[src/rtl/bac_pkg.sv]
// Package bac_pkg
// Shared types for the burst address counter. The operation code is the
// single decision the control decoder hands to the count register.
package bac_pkg;
    typedef enum logic [2:0] {
        OP_HOLD  = 3'd0,
        OP_CLEAR = 3'd1,
        OP_LOAD  = 3'd2,
        OP_INC   = 3'd3,
        OP_FREEZE = 3'd4
    } bac_op_e;
endpackage

[src/rtl/bac_ctrl.sv]
// Module bac_ctrl
// Resolves the control inputs into one operation with a fixed priority:
// clear, then load (strobe with enable), then readback freeze, then
// increment, else hold. Assumes all inputs are already synchronous to clk.
module bac_ctrl
    import bac_pkg::*;
(
    input  logic    addr_stb,
    input  logic    cnt_en,
    input  logic    cnt_clr,
    input  logic    rdbk,
    output bac_op_e op,
    output logic    step
);
    // Priority decode of the controls
    always_comb begin
        if (cnt_clr)                 op = OP_CLEAR;
        else if (addr_stb && cnt_en) op = OP_LOAD;
        else if (rdbk)               op = OP_FREEZE;
        else if (cnt_en)             op = OP_INC;
        else                         op = OP_HOLD;
    end

    // Carry-in for the sub-word sequencer: only on a real increment
    always_comb begin
        step = (op == OP_INC);
    end
endmodule

[src/rtl/bac_counter.sv]
// Module bac_counter
// Holds the burst count. It applies the decoded operation on the rising
// edge and wraps modulo 2**ADDR_W. Assumes rst_n is synchronous and
// active low.
module bac_counter
    import bac_pkg::*;
#(
    parameter int ADDR_W = 15
)(
    input  logic              clk,
    input  logic              rst_n,
    input  bac_op_e           op,
    input  logic [ADDR_W-1:0] load_val,
    output logic [ADDR_W-1:0] cnt_q
);
    localparam logic [ADDR_W-1:0] ONE = {{(ADDR_W-1){1'b0}}, 1'b1};

    logic [ADDR_W-1:0] cnt_d;

    // Next-count selection
    always_comb begin
        unique case (op)
            OP_CLEAR: cnt_d = '0;
            OP_LOAD:  cnt_d = load_val;
            OP_INC:   cnt_d = cnt_q + ONE;
            default:  cnt_d = cnt_q;
        endcase
    end

    // Count register with synchronous reset
    always_ff @(posedge clk) begin
        if (!rst_n) cnt_q <= '0;
        else        cnt_q <= cnt_d;
    end
endmodule

[src/rtl/bac_rdbk_mux.sv]
// Module bac_rdbk_mux
// Chooses the port data output: array data normally, or the counter
// value fitted to the data width while readback is on. A wider bus is
// zero-extended. A narrower one (not expected) keeps the low bits.
module bac_rdbk_mux #(
    parameter int ADDR_W = 15,
    parameter int DATA_W = 36
)(
    input  logic              rdbk,
    input  logic [ADDR_W-1:0] cnt_q,
    input  logic [DATA_W-1:0] mem_rdata,
    output logic [DATA_W-1:0] dout
);
    localparam int PAD_W = DATA_W - ADDR_W;

    logic [DATA_W-1:0] cnt_ext;

    generate
        if (PAD_W > 0) begin : g_pad
            // Zero-extend the counter to the bus width
            always_comb cnt_ext = {{PAD_W{1'b0}}, cnt_q};
        end else begin : g_trunc
            // Keep the low bits of the counter
            always_comb cnt_ext = cnt_q[DATA_W-1:0];
        end
    endgenerate

    // Output selection
    always_comb begin
        dout = rdbk ? cnt_ext : mem_rdata;
    end
endmodule

[src/rtl/bac_top.sv]
// Module bac_top
// Per-port burst address counter with readback and a sub-word step
// output. Assumes ADDR_W <= DATA_W and that the controls are stable
// around the rising edge.
module bac_top #(
    parameter int ADDR_W = 15,
    parameter int DATA_W = 36
)(
    input  logic              clk,
    input  logic              rst_n,
    input  logic [ADDR_W-1:0] ext_addr,
    input  logic              addr_stb,
    input  logic              cnt_en,
    input  logic              cnt_clr,
    input  logic              rdbk,
    input  logic [DATA_W-1:0] mem_rdata,
    output logic [ADDR_W-1:0] mem_addr,
    output logic [DATA_W-1:0] dout,
    output logic              sub_step
);
    import bac_pkg::*;

    bac_op_e           op;
    logic [ADDR_W-1:0] cnt_q;

    bac_ctrl u_ctrl (
        .addr_stb (addr_stb),
        .cnt_en   (cnt_en),
        .cnt_clr  (cnt_clr),
        .rdbk     (rdbk),
        .op       (op),
        .step     (sub_step)
    );

    bac_counter #(.ADDR_W(ADDR_W)) u_cnt (
        .clk      (clk),
        .rst_n    (rst_n),
        .op       (op),
        .load_val (ext_addr),
        .cnt_q    (cnt_q)
    );

    bac_rdbk_mux #(.ADDR_W(ADDR_W), .DATA_W(DATA_W)) u_mux (
        .rdbk      (rdbk),
        .cnt_q     (cnt_q),
        .mem_rdata (mem_rdata),
        .dout      (dout)
    );

    // Address to the array is the live count
    always_comb mem_addr = cnt_q;
endmodule

[config.mk]
export PLATFORM = sky130hd
export DESIGN_NAME = bac_top
export DESIGN_NICKNAME = d
export VERILOG_FILES = /design/src/rtl/bac_pkg.sv /design/src/rtl/bac_ctrl.sv /design/src/rtl/bac_counter.sv /design/src/rtl/bac_rdbk_mux.sv /design/src/rtl/bac_top.sv
export SDC_FILE = /design/constraint.sdc
export NUM_CORES = 1
export LEC_CHECK = 0
export ABC_AREA = 0
export BUFFER_PORTS_ARGS = -buffer_cell sky130_fd_sc_hd__buf_4
export CAP_MARGIN = 20
export CORE_UTILIZATION = 37
export CTS_BUF_LIST = sky130_fd_sc_hd__clkbuf_16
export CTS_CLUSTER_DIAMETER = 100
export DETAILED_ROUTE_END_ITERATION = 7
export PLACE_DENSITY = 0.81
export SLEW_MARGIN = 20
export SYNTH_ARGS = -nofsm -noshare
export SYNTH_HDL_FRONTEND = slang
export SYNTH_SLANG_ARGS = --single-unit
[constraint.sdc]
create_clock -name clk -period 1.85 [get_ports clk]
set_input_delay 0.37 -clock clk [delete_from_list [all_inputs] [get_ports clk]]
set_output_delay 0.37 -clock clk [all_outputs]
set_load 0.05 [all_outputs]
==> impl_metrics.tcl <==
set metrics [dict create \
    status "finished clean" \
    syn_area_mm2 0.00121 \
    fin_nets 318 \
    cp-startpoint "rdbk" \
    io_pins 109 \
    switching_share_pct 34.2 \
    p_per_area_mw_per_mm2 568 \
    cp-end-kind "output port" \
    period_minus_slack_ns 1.76 \
    drv_cap 0 \
    met3_usage_pct 4.59 \
    fp-row-count 20 \
    num_antenna_cells 0 \
    crit_path_max_fanout 37 \
    place_congestion 0.821 \
    start_util_pct 39.5 \
    drc 0 \
    criticalPathCategory "input port to output port" \
    fmax_mhz 568 \
    cp-start-kind "input port" \
    reg2reg_from "u_cnt.cnt_q[6]" \
    hold_viol 0 \
    clk_latency_ns 0.24 \
    multi_input_area_um2 843 \
    overflow 0 \
    slew_viol_final 0 \
    grt.total_usage_pct 21.9 \
    seq_area_um2 302 \
    clkPwrFrac_pct 33.7 \
    syn_area_per_cell_um2 8.21 \
    tightest_slew_ns 0.549 \
    crit_slowest_cell "mux2_2" \
    viasPerCell 5.11 \
    die_w_um 59.3 \
    ys_ff_latch 15 \
    ant_nets 0 \
    worst_clock_skew_ns 0.00116 \
    crit_buf_inv 3 \
    cpLargestDelayFamily "buffers and inverters" \
    met2_usage_pct 37.9 \
    whs_endpoint "u_cnt.cnt_q[0]" \
    largest_register_ff_count 15 \
    combinationalPowerShare_pct 38.6 \
    max_slew_margin_pct 63.4 \
    design.die.area_mm2 0.00352 \
    fillers 282 \
    cts_root_buf "clkbuf_16" \
    numCtsBuffers 3 \
    totalWireLength_mm 4.02 \
    largest-register "u_cnt.cnt_q" \
    cts_resized 0 \
    r2r-end "u_cnt.cnt_q[13]" \
    use_met1_pct 27.9 \
    p_sw_w 0.000424 \
    seq_area_frac_synth_pct 24.7 \
    max_stage_delay_ns 0.39 \
    most-common-layout-cells "buf_4 (117), nor2b_1 (20), mux2_2 (15)" \
    holdCritStartpoint "ext_addr[0]" \
    setup_violations 0 \
    hold_ws_ns 0.368 \
    ys_types 40 \
    required_ns 1.48 \
    portBuffers 108 \
    area_growth_pct 79.9 \
    rsz0062_at_grt "no" \
    seqPwrFrac_pct 27.7 \
    path_clk_slew_ns 0.05 \
    worst-r2r-setup-slack_ns 0.19 \
    cts_hold_buffers 0 \
    die_h_um 59.3 \
    yosys_warnings 0 \
    top_regs "u_cnt.cnt_q (15)" \
    htree_levels 1 \
    antenna_found_initial 0 \
    coreArea_mm2 0.00308 \
    r2r_cells 4 \
    path_cells "buf_4 -> buf_4 -> mux2_2 -> buf_4" \
    drt_pre_antenna_iters 4 \
    grt_max_degree 38 \
    clk_path_buf_depth 2 \
    drive_gt1_share_pct 54.8 \
    synth_nets 206 \
    grt_first_pass_wirelength_mm 5.82 \
    num_vias 1549 \
    dp_hpwl_mm 3.15 \
    grt.busiest_layer "met2" \
    synthCells 148 \
    cts_sinks 15 \
    drt_iter0_drc 54 \
    hold_class "input port to register" \
    cts_tree "yes" \
    finalCritPeriodShare_pct 95.2 \
    postCtsSetupBuffers 0 \
    ir_drop_mv 0.413 \
    p_int_w 0.000817 \
    grt_pass1_vias 1239 \
    critical_path_arrival_ns 1.39 \
    layout_commonest_cell "buf_4" \
    wl_per_cell_um 13.3 \
    p_leak_nw 1.03 \
    cp_common_cell "buf_4" \
    hold_path_depth 3 \
    finalSetupTns_ns 0 \
]
==> synth_stat cells <==
master,instances,area (um2)
buf_1,1,3.75
nand4_2,1,12.5
and3b_1,1,8.76
nor2b_1,21,131
buf_4,2,15.0
a32oi_1,1,8.76
clkbuf_1,6,22.5
a222oi_1,1,10.0
o21ai_1,3,15.0
nand4_1,5,31.3
xor2_1,3,26.3
dfxtp_1,15,300
a22oi_1,9,67.6
o22ai_1,6,37.5
a31oi_1,1,6.26
mux2_2,15,169
ha_1,1,12.5
o31a_1,3,26.3
nor2_1,6,22.5
nand2_4,1,11.3
or4b_1,1,10.0
nand2b_1,1,6.26
xnor2_1,2,17.5
nor4_1,4,25.0
o2bb2ai_1,1,8.76
and3_1,3,18.8
o211ai_1,1,7.51
clkinv_4,1,8.76
a21oi_1,8,40.0
nand3_1,5,25.0
and2_1,1,6.26
inv_1,5,18.8
a221oi_1,1,8.76
a211o_1,1,8.76
nor4_2,1,12.5
o21ai_0,2,10.0
and4_1,2,17.5
nor3_1,2,10.0
buf_2,1,5.00
nand2_1,3,11.3
==> worst max path at each step <==
stage | to | cells after the start
finish | dout[1] | 4
global route | dout[8] | 4
CTS | dout[8] | 4
detailed placement | dout[8] | 4
global placement | dout[4] | 4
floorplan | u_cnt.cnt_q[12] | 5
==> cell type report <==
class | count | area share [%]
Sequential cell | 15 | 13.8
Multi-Input combinational cell | 117 | 38.6
Clock buffer | 3 | 3.43
Clock inverter | 1 | 0.229
Tap cell | 44 | 2.52
Inverter | 6 | 1.26
Timing Repair Buffer | 117 | 40.2
==> power groups by stage <==
stage,Clock [W],Combinational [W],Sequential [W]
6_report,0.000418,0.000479,0.000344
5_1_grt,0.000439,0.000503,0.000345
4_1_cts,0.000427,0.000481,0.000343
3_5_place_dp,0,0.000481,0.000350
3_3_place_gp,0,0.000475,0.000350
2_1_floorplan,0,0.000262,0.000376
==> kinds of logic (layout without fill, tap and decap cells) <==
| family | count (synthesis) | in the layout | share of synthesized area [%] |
|---|---|---|---|
| DFF | 15 | 15 | 24.7 |
| muxes | 15 | 15 | 13.9 |
| and+or+nand+nor | 58 | 58 | 29.7 |
| buffers and inverters | 16 | 127 | 6.08 |
| AOI/OAI and AO/OA | 38 | 38 | 21.0 |
| adders and majority gates | 1 | 1 | 1.03 |
| xor gates and xnor gates | 5 | 5 | 3.61 |
==> worst min-delay path, stage by stage <==
cell and delay [ns]:
buf_4 0.08, a221oi_1 0.06, nor2_1 0.07
==> per-stage QoR <==
step	utilization (%)	instance area (um2)	std cells	setup slack (ns)	total power, W
floorplan	-	1220	148	0.00748	0.000638
global placement	68.4	2110	299	0.0891	0.000825
finish	71.0	2190	303	0.0880	0.00124
detailed placement	68.4	2110	299	0.0701	0.000831
CTS	71.0	2190	303	0.0743	0.00125
global route	71.0	2190	303	0.0363	0.00129
==> per-layer routing <==
| metal | share of wire [%] | vias to the layer above |
|---|---|---|
| li1 | - | 780 |
| met1 | 41 | 700 |
| met2 | 50 | 65 |
| met3 | 7.9 | 4 |
| met4 | 0.90 | 0 |
| met5 | 0 | - |
Power figures use the tool's default switching activity.
